--- config.mk ---
export PLATFORM = sky130hd
export DESIGN_NAME = cfg_access_router
export DESIGN_NICKNAME = d
export VERILOG_FILES = /design/src/rtl/cfg_router_pkg.sv /design/src/rtl/cfg_target_decode.sv /design/src/rtl/cfg_bridge_snoop.sv /design/src/rtl/cfg_read_return.sv /design/src/rtl/cfg_access_router.sv
export SDC_FILE = /design/constraint.sdc
export NUM_CORES = 1
export LEC_CHECK = 0
export ABC_AREA = 1
export CORE_AREA = 2 2 160 162
export CTS_CLUSTER_DIAMETER = 120
export DETAILED_ROUTE_END_ITERATION = 12
export DIE_AREA = 0 0 162 164
export GPL_ROUTABILITY_DRIVEN = 0
export GPL_TIMING_DRIVEN = 0
export PLACE_DENSITY = 0.61
export SETUP_SLACK_MARGIN = 0.02
export SLEW_MARGIN = 5
export SYNTH_ARGS = -nofsm -noshare
export SYNTH_HDL_FRONTEND = slang
export SYNTH_SLANG_ARGS = --single-unit
--- constraint.sdc ---
create_clock -name clk -period 2 [get_ports clk]
set_input_delay 0.2 -clock clk [delete_from_list [all_inputs] [get_ports clk]]
set_output_delay 0.2 -clock clk [all_outputs]
set_load 0.01 [all_outputs]
--- src/rtl/cfg_router_pkg.sv ---
package cfg_router_pkg;

  localparam int ADDR_W = 24;
  localparam int DATA_W = 32;
  localparam int LEN_W  = 3;

  localparam logic [7:0] OFS_SECBUS_BYTE = 8'h19;
  localparam logic [7:0] OFS_BUSNUM_WORD = 8'h18;

  // byte mask for a length code; unknown codes act as a full word
  function automatic logic [DATA_W-1:0] len_mask(input logic [LEN_W-1:0] len);
    case (len)
      3'd1:    len_mask = 32'h0000_00FF;
      3'd2:    len_mask = 32'h0000_FFFF;
      default: len_mask = 32'hFFFF_FFFF;
    endcase
  endfunction

endpackage

--- src/rtl/cfg_target_decode.sv ---
module cfg_target_decode #(
  parameter int N_PRI = 4,
  parameter int N_SEC = 4,
  localparam int N_FN = N_PRI + N_SEC
) (
  input  logic [23:0]     addr,
  input  logic [7:0]      sec_bus,
  input  logic [N_FN-1:0] present,
  output logic [N_FN-1:0] sel
);

  logic [7:0] bus_num;
  logic [7:0] slot;
  logic       on_pri;
  logic       on_sec;

  assign bus_num = addr[23:16];
  assign slot    = addr[15:8];
  assign on_pri  = (bus_num == 8'd0);
  assign on_sec  = (sec_bus != 8'd0) && (bus_num == sec_bus);

  for (genvar i = 0; i < N_PRI; i++) begin : g_pri
    assign sel[i] = on_pri && (slot == 8'(i)) && present[i];
  end

  for (genvar j = 0; j < N_SEC; j++) begin : g_sec
    assign sel[N_PRI+j] = on_sec && (slot == 8'(j)) && present[N_PRI+j];
  end

endmodule

--- src/rtl/cfg_bridge_snoop.sv ---
module cfg_bridge_snoop
  import cfg_router_pkg::*;
(
  input  logic              clk,
  input  logic              rst_n,
  input  logic              bridge_wr,
  input  logic [7:0]        offset,
  input  logic [LEN_W-1:0]  len,
  input  logic [DATA_W-1:0] wdata,
  output logic [7:0]        sec_bus
);

  logic       cap_en;
  logic [7:0] sec_bus_d;
  logic [7:0] sec_bus_q;

  always_comb begin
    cap_en    = 1'b0;
    sec_bus_d = sec_bus_q;
    if (bridge_wr) begin
      if (offset == OFS_SECBUS_BYTE) begin
        cap_en    = 1'b1;
        sec_bus_d = wdata[7:0];
      end else if (offset == OFS_BUSNUM_WORD && len >= 3'd2) begin
        cap_en    = 1'b1;
        sec_bus_d = wdata[15:8];
      end
    end
  end

  always_ff @(posedge clk or negedge rst_n) begin
    if (!rst_n) begin
      sec_bus_q <= 8'd0;
    end else if (cap_en) begin
      sec_bus_q <= sec_bus_d;
    end
  end

  assign sec_bus = sec_bus_q;

endmodule

--- src/rtl/cfg_read_return.sv ---
module cfg_read_return
  import cfg_router_pkg::*;
#(
  parameter int N_FN = 8
) (
  input  logic                   clk,
  input  logic                   rst_n,
  input  logic                   rd_req,
  input  logic [N_FN-1:0]        sel,
  input  logic [LEN_W-1:0]       len,
  input  logic [N_FN*DATA_W-1:0] fn_rdata,
  output logic                   rsp_valid,
  output logic [DATA_W-1:0]      rsp_rdata
);

  logic [DATA_W-1:0] rd_mux;
  logic [DATA_W-1:0] mask;
  logic [DATA_W-1:0] rdata_d;
  logic [DATA_W-1:0] rdata_q;
  logic              valid_q;

  always_comb begin
    rd_mux = '0;
    for (int i = 0; i < N_FN; i++) begin
      if (sel[i]) rd_mux = rd_mux | fn_rdata[i*DATA_W +: DATA_W];
    end
    mask    = len_mask(len);
    rdata_d = (|sel) ? (rd_mux & mask) : mask;
  end

  always_ff @(posedge clk or negedge rst_n) begin
    if (!rst_n) begin
      valid_q <= 1'b0;
    end else begin
      valid_q <= rd_req;
    end
  end

  always_ff @(posedge clk or negedge rst_n) begin
    if (!rst_n) begin
      rdata_q <= '0;
    end else if (rd_req) begin
      rdata_q <= rdata_d;
    end
  end

  assign rsp_valid = valid_q;
  assign rsp_rdata = rdata_q;

endmodule

--- src/rtl/cfg_access_router.sv ---
module cfg_access_router
  import cfg_router_pkg::*;
#(
  parameter int N_PRI       = 4,
  parameter int N_SEC       = 4,
  parameter int BRIDGE_SLOT = 1
) (
  input  logic                               clk,
  input  logic                               rst_n,
  input  logic                               req_valid,
  input  logic                               req_write,
  input  logic [23:0]                        req_addr,
  input  logic [2:0]                         req_len,
  input  logic [31:0]                        req_wdata,
  output logic                               rsp_valid,
  output logic [31:0]                        rsp_rdata,
  input  logic [N_PRI+N_SEC-1:0]             fn_present,
  output logic [N_PRI+N_SEC-1:0]             fn_sel,
  output logic                               fn_write,
  output logic [7:0]                         fn_offset,
  output logic [2:0]                         fn_len,
  output logic [31:0]                        fn_wdata,
  input  logic [(N_PRI+N_SEC)*32-1:0]        fn_rdata
);

  localparam int N_FN = N_PRI + N_SEC;

  // reset: asserted asynchronously, released on the clock
  logic rst_meta_q;
  logic rst_sync_n;

  always_ff @(posedge clk or negedge rst_n) begin
    if (!rst_n) begin
      rst_meta_q <= 1'b0;
      rst_sync_n <= 1'b0;
    end else begin
      rst_meta_q <= 1'b1;
      rst_sync_n <= rst_meta_q;
    end
  end

  logic [7:0]      sec_bus;
  logic [N_FN-1:0] sel_raw;
  logic            bridge_wr;
  logic            rd_req;

  cfg_target_decode #(
    .N_PRI (N_PRI),
    .N_SEC (N_SEC)
  ) u_decode (
    .addr    (req_addr),
    .sec_bus (sec_bus),
    .present (fn_present),
    .sel     (sel_raw)
  );

  assign fn_sel    = req_valid ? sel_raw : '0;
  assign fn_write  = req_write;
  assign fn_offset = req_addr[7:0];
  assign fn_len    = req_len;
  assign fn_wdata  = req_wdata;

  assign bridge_wr = req_valid && req_write && sel_raw[BRIDGE_SLOT];
  assign rd_req    = req_valid && !req_write;

  cfg_bridge_snoop u_snoop (
    .clk       (clk),
    .rst_n     (rst_sync_n),
    .bridge_wr (bridge_wr),
    .offset    (req_addr[7:0]),
    .len       (req_len),
    .wdata     (req_wdata),
    .sec_bus   (sec_bus)
  );

  cfg_read_return #(
    .N_FN (N_FN)
  ) u_return (
    .clk       (clk),
    .rst_n     (rst_sync_n),
    .rd_req    (rd_req),
    .sel       (sel_raw),
    .len       (req_len),
    .fn_rdata  (fn_rdata),
    .rsp_valid (rsp_valid),
    .rsp_rdata (rsp_rdata)
  );

endmodule

After elaboration in Yosys (flattened, before gate mapping)
Cells that the tools add are included.
{"block": "totals", "wordCells": 66, "in_bits": 327, "register_bits": 43}
{"block": "classes", "eq_ne": 8, "n_reduce_logical": 28, "bitwise_logic": 8, "mux": 16, "n_lt_le_gt_ge": 1}
{"operator": "$mux W32", "count": 9}
{"operator": "$or A32 B32 Y32", "count": 7}
{"operator": "$pmux W32 S2", "count": 1}
{"operator": "$and A32 B32 Y32", "count": 1}
{"operator": "$mux W8", "count": 3}
{"operator": "$logic_and A1 B1 Y1", "count": 21}
{"operator": "$eq A8 B2 Y1 const B", "count": 2}
{"operator": "$eq A8 B5 Y1 const B", "count": 2}
{"operator": "$logic_not A8 Y1", "count": 2}
{"operator": "$eq A8 B1 Y1 const B", "count": 1}
{"operator": "$eq A8 B8 Y1", "count": 1}
{"operator": "$reduce_bool A8 Y1", "count": 1}
{"operator": "$reduce_or A8 Y1", "count": 1}
{"operator": "$eq A3 B1 Y1 const B", "count": 1}
{"operator": "$eq A3 B2 Y1 const B", "count": 1}
{"operator": "$ge A3 B2 Y1 const B", "count": 1}
{"operator": "$mux W1", "count": 3}
{"operator": "$reduce_and A3 Y1", "count": 1}
{"operator": "$reduce_bool A2 Y1", "count": 1}
{"operator": "$logic_not A1 Y1", "count": 1}

Logic depth before layout (Yosys ltp)
{"block": "logic_depth", "ltp_word": 20, "depth_mapped": 14, "ltp_nobuf": 13}

By module
A second synthesis with hierarchy kept.
{"block": "unflattened", "hier_cells": 892, "area_unflattened_um2": 4740.8}
{"module": "cfg_read_return", "cells_each": 662, "instances": 1, "seq_area_each_um2": 825.8, "area_each_um2": 3343.2}
{"module": "cfg_bridge_snoop", "cells_each": 75, "instances": 1, "seq_area_each_um2": 200.2, "area_each_um2": 551.8}
{"module": "cfg_access_router", "cells_each": 68, "instances": 1, "seq_area_each_um2": 50.0, "area_each_um2": 483.0}
{"module": "cfg_target_decode", "cells_each": 87, "instances": 1, "seq_area_each_um2": 0.0, "area_each_um2": 362.8}

Worst setup path after synthesis
Ideal clock, no wire load.
{"block": "synth_timing", "kind": "register -> register", "startpoint": "reg u_snoop.sec_bus_q[5] (netlist: u_snoop.sec_bus[5])", "endpoint": "reg u_return.rdata_q[25] (netlist: u_return.rsp_rdata[25])", "arrival_time_ns": 1.533, "path_stages_with_launch": 12, "setup_ns": 0.065, "path_slack_ns": 0.402, "period_less_slack_ns": 1.598, "cell_sequence": "dfrtp_1 > xnor2_1 > nand2_1 > nor2_2 > buf_2 > buf_2 > nand4_1 > nand3_1 > nor2_1 > nand2_1 > nand2_1 > nand2_1"}
{"block": "synth_between", "elab_chain_cells": 13, "elab_cells_between_ends": 21, "classes_between": "eq/ne (1); mux (5); bitwise (4); reduce/logical (11)"}
{"item": "start: declaration", "line": "cfg_bridge_snoop.sv:15", "text": "logic [7:0] sec_bus_q;"}
{"item": "start signal: assignment", "line": "cfg_bridge_snoop.sv:35", "text": "sec_bus_q <= sec_bus_d;"}
{"item": "$eq A8 B8 Y1 or $reduce_bool A8 Y1 (tied branches)", "line": "cfg_target_decode.sv:20", "text": "assign on_sec = (sec_bus != 8'd0) && (bus_num == sec_bus);"}
{"item": "$logic_and A1 B1 Y1 *", "line": "cfg_target_decode.sv:20"}
{"item": "$logic_and A1 B1 Y1 (2 in series)", "line": "cfg_target_decode.sv:27", "text": "assign sel[N_PRI+j] = on_sec && (slot == 8'(j)) && present[N_PRI+j];"}
{"item": "$mux W32", "line": "cfg_read_return.sv:25", "text": "if (sel[i]) rd_mux = rd_mux | fn_rdata[i*DATA_W +: DATA_W];"}
{"item": "$or A32 B32 Y32", "line": "cfg_read_return.sv:25"}
{"item": "$mux W32", "line": "cfg_read_return.sv:25"}
{"item": "$or A32 B32 Y32", "line": "cfg_read_return.sv:25"}
{"item": "$mux W32", "line": "cfg_read_return.sv:25"}
{"item": "$or A32 B32 Y32", "line": "cfg_read_return.sv:25"}
{"item": "$mux W32", "line": "cfg_read_return.sv:25"}
{"item": "$and A32 B32 Y32", "line": "cfg_read_return.sv:28", "text": "rdata_d = (|sel) ? (rd_mux & mask) : mask;"}
{"item": "$mux W32 *", "line": "cfg_read_return.sv:28"}
{"item": "end signal: assignment", "line": "cfg_read_return.sv:43", "text": "rdata_q <= rdata_d;"}
{"item": "end: declaration", "line": "cfg_read_return.sv:19", "text": "logic [DATA_W-1:0] rdata_q;"}
Every way passes the cells marked *; elsewhere a longest branch is shown, timed or not.
A chain may end at the register's enable or synchronous reset.

Worst setup path in the final report
{"block": "layout_timing", "startpoint": "in req_addr[12]", "endpoint": "out fn_sel[5]"}
{"block": "layout_between", "elab_chain_cells": 4}
{"item": "start: declaration", "line": "cfg_access_router.sv:12", "text": "input logic [23:0] req_addr,"}
{"item": "$eq A8 B1 Y1", "line": "cfg_target_decode.sv:27"}
{"item": "$logic_and A1 B1 Y1 (2 in series)", "line": "cfg_target_decode.sv:27"}
{"item": "$mux W8", "line": "cfg_access_router.sv:57", "text": "assign fn_sel = req_valid ? sel_raw : '0;"}
{"item": "end: declaration", "line": "cfg_access_router.sv:18", "text": "output logic [N_PRI+N_SEC-1:0] fn_sel,"}
Every way passes these cells.

==> impl_metrics.prom <==
# TYPE chip_impl_metric gauge
chip_impl_info{name="run_status",value="complete, but fails checks"} 1
chip_impl_info{name="failed_checks",value="negative setup slack"} 1
chip_impl_metric{name="area_growth_syn_to_layout",unit="%"} 106
chip_impl_metric{name="synthArstFlopShare",unit="%"} 100
chip_impl_metric{name="min_period_over_period",unit="%"} 102
chip_impl_metric{name="count_of_antenna_violating_nets_left_after_detailed_routing",unit=""} 0
chip_impl_metric{name="place.detailed.hpwl",unit="µm"} 27400
chip_impl_metric{name="die_area",unit="mm²"} 0.0266
chip_impl_metric{name="die_height",unit="µm"} 164
chip_impl_metric{name="worstMarginPinSlew",unit="ns"} 0.614
chip_impl_metric{name="drv_cap",unit=""} 0
chip_impl_metric{name="number_of_synthesized_flops_with_an_enable_pin",unit=""} 0
chip_impl_metric{name="nNetsFinal",unit=""} 1626
chip_impl_info{name="hold_path.class",value="in2async"} 1
chip_impl_metric{name="drt_pre_antenna_iters",unit=""} 5
chip_impl_info{name="tritoncts_clock_tree",value="yes"} 1
chip_impl_metric{name="synth_seq_area_share",unit="%"} 20.5
chip_impl_metric{name="largest_voltage_drop_on_the_vdd_net",unit="µV"} 321
chip_impl_metric{name="postPlaceCellArea",unit="mm²"} 0.00960
chip_impl_metric{name="final_cell_area",unit="mm²"} 0.0108
chip_impl_metric{name="tns",unit="ns"} -0.0367
chip_impl_metric{name="fin_crit",unit="ns"} 2.03
chip_impl_info{name="end_kind",value="output port"} 1
chip_impl_metric{name="buffer_ports.inserted",unit=""} 391
chip_impl_metric{name="grt_start_max_net_pins",unit=""} 27
chip_impl_metric{name="initial_utilization",unit="%"} 21.2
chip_impl_metric{name="grt_pass1_vias",unit=""} 8047
chip_impl_info{name="unrepaired_setup_endpoints_after_global_routing",value="true"} 1
chip_impl_metric{name="crit_fanout",unit=""} 6
chip_impl_metric{name="grt_antenna_before_repair",unit=""} 2
chip_impl_metric{name="pre_cts_slack",unit="ns"} -1.02
chip_impl_metric{name="synth_top_cell_area_share",unit="%"} 27.8
chip_impl_metric{name="crit_required",unit="ns"} 1.80
chip_impl_metric{name="die_width",unit="µm"} 162
chip_impl_metric{name="syn_nets",unit=""} 1194
chip_impl_metric{name="count_of_synthesis_stage_warnings_from_yosys",unit=""} 0
chip_impl_metric{name="synth_cells",unit=""} 867
chip_impl_metric{name="power",unit="µW"} 3240
chip_impl_info{name="mostFrequentLayoutCells",value="clkdlybuf4s50_1, nand4_1, nand2_1"} 1
chip_impl_info{name="cts.root.buffer_cell",value="clkbuf_16"} 1
chip_impl_metric{name="synthDistinctLibCells",unit=""} 30
chip_impl_metric{name="dr_total_vias",unit=""} 8236
chip_impl_metric{name="syn-mean-instance-area",unit="µm²"} 6.06
chip_impl_metric{name="numCtsBuffers",unit=""} 5
chip_impl_metric{name="hold_viol",unit=""} 0
chip_impl_metric{name="ratio_of_cells_with_drive_above_1_in_the_final_layout",unit="%"} 19.6
chip_impl_metric{name="htree_levels",unit=""} 2
chip_impl_metric{name="grt_remaining_overflow",unit=""} 0
chip_impl_info{name="postSynth.topFlopCell",value="dfrtp_1"} 1
chip_impl_metric{name="drc",unit=""} 0
chip_impl_metric{name="post_synth_instance_area",unit="mm²"} 0.00525
chip_impl_metric{name="clock_slew_seen_by_the_registers_of_the_worst_setup_and_hold_paths",unit="ns"} 0.07
chip_impl_metric{name="report.final.slew_viol_count",unit=""} 0
chip_impl_metric{name="detail_route.iter0.violations",unit=""} 771
chip_impl_info{name="cp-start-kind",value="primary input"} 1
chip_impl_metric{name="buffer_levels_on_the_longest_clock_path",unit=""} 2
chip_impl_metric{name="postSynthRegisterBits",unit=""} 43
chip_impl_metric{name="viasPerCell",unit=""} 5.04
chip_impl_metric{name="final_core_area_utilization",unit="%"} 43.5
chip_impl_metric{name="setup_ws",unit="ns"} -0.0315
chip_impl_metric{name="setup-violations-final",unit=""} 2
chip_impl_metric{name="final-seq-area",unit="mm²"} 0.00108
chip_impl_metric{name="placeableCoreArea",unit="mm²"} 0.0248
chip_impl_metric{name="global_route_wire_length_before_repair",unit="µm"} 48100
chip_impl_metric{name="multiInputGateArea",unit="mm²"} 0.00371
chip_impl_metric{name="r2r_setup_slack",unit="ns"} 0.05
chip_impl_metric{name="floorplan.io_pins",unit=""} 412
chip_impl_metric{name="track_usage",unit="%"} 23.9
chip_impl_metric{name="nFillCells",unit=""} 2640
chip_impl_info{name="layout_commonest_cell",value="clkdlybuf4s50_1"} 1
chip_impl_metric{name="clock_latency",unit="ns"} 0.29
chip_impl_metric{name="wirelength",unit="µm"} 33900
chip_impl_metric{name="max-slew-margin-rel",unit="%"} 59.1
chip_impl_info{name="ys_top_cells_by_area",value="nand4_1, dfrtp_1, nand2_1"} 1
chip_impl_metric{name="rows",unit=""} 58
chip_impl_metric{name="routed_wire_length_per_instance",unit="µm"} 20.7
chip_impl_metric{name="leakage_component_of_the_power",unit="µW"} 0.00472
chip_impl_metric{name="crit_arrival",unit="ns"} 1.83
chip_impl_metric{name="fin_skew",unit="ns"} 0.0113
chip_impl_metric{name="cts_num_sinks",unit=""} 43
chip_impl_info{name="crit_type",value="in2out"} 1
chip_impl_metric{name="pwr_density_cell",unit="mW/mm²"} 300
chip_impl_metric{name="fmax",unit="MHz"} 492
chip_impl_info{name="synth_area_leader_cell",value="nand4_1"} 1
path summary, 6_finish.rpt:
path | from | endpoint | cells after the start
setup reg to reg | u_snoop.sec_bus[5] | u_return.rsp_rdata[19] | 11
min in group clk | rst_meta_q | rst_sync_n | 0
hold reg to reg | rst_sync_n | u_return.rsp_rdata[16] | 0
hold / removal | rst_n | rst_meta_q | 1
setup / recovery | req_addr[12] | fn_sel[5] | 7
max in group asynchronous | rst_sync_n | u_return.rsp_valid | 1
cell usage after synthesis (7+ instances only):
master      n
nand3_1    51
nor2_2      7
nand4_1   233
nand2_1   210
buf_2      39
o21ai_0    22
buf_1       9
clkbuf_1   31
dfrtp_1    43
mux2i_1     8
nor2_1    101
inv_1      32
buf_4      45
a21oi_1     8
power breakdown:
part | leakage, µW | switching [µW] | internal [µW]
Clock | 0.0000838 | 371 | 590
Sequential | 0.000498 | 50.7 | 938
Combinational | 0.00413 | 450 | 842
sequential cells by signal, summed over array words and instances, names as in the netlist:
name and flops:
u_return.rsp_rdata 32, u_snoop.sec_bus 8, rst_meta_q 1, rst_sync_n 1
u_return.rsp_valid 1
per-stage QoR:
step,hold WS (ns),std cells
after floorplan,-0.0956,867
after global placement,0.336,1588
after detailed placement,0.208,1589
after CTS,0.0699,1621
after global routing,0.0662,1631
final,0.0675,1633
metal layers:
layer | track usage, % | vias up | routed length (µm)
met2 | 41.3 | 456 | 16200
li1 | - | 3901 | -
met1 | 31.0 | 3810 | 14200
met4 | 6.92 | 2 | 833
met3 | 3.31 | 67 | 2610
met5 | 0 | - | 13
timing repair:
item | in CTS | in global routing
resized for setup | 157 | 118
pin swaps | 27 | 42
setup buffers | 24 | 6
hold buffers | 0 | 0
endpoints found under the setup margin | 48 | 46
cloned | 0 | 3
critical path, cell delays in order:
cell,delay [ns]
clkdlybuf4s50_1,0.48
nor2_4,0.15
nand2_4,0.14
nor3_4,0.30
nand3_1,0.17
nor2_2,0.14
clkdlybuf4s15_2,0.25
area by class of cell:
cell class                 instances  area share [%]
clock buffer                       5            1.16
timing repair buffer             425            39.6
inverter                          36            1.31
multi-input combinational        662            34.3
tap                              330            3.82
antenna                            3          0.0695
clock inverter                     3           0.406
buffer                           126            9.32
sequential                        43            9.98
logic make-up (layout without fill, tap and decap cells):
family                    after synthesis  after routing  share of synthesized area (%)
AOI/OAI and AO/OA                      33             33                           3.19
xor gates and xnor gates                4              4                          0.667
buffers and inverters                 162            595                           16.0
muxes                                   8              8                           1.52
other                                   1              4                         0.0714
DFF                                    43             43                           20.5
and+or+nand+nor                       616            616                           58.0
Power figures use the tool's default switching activity.
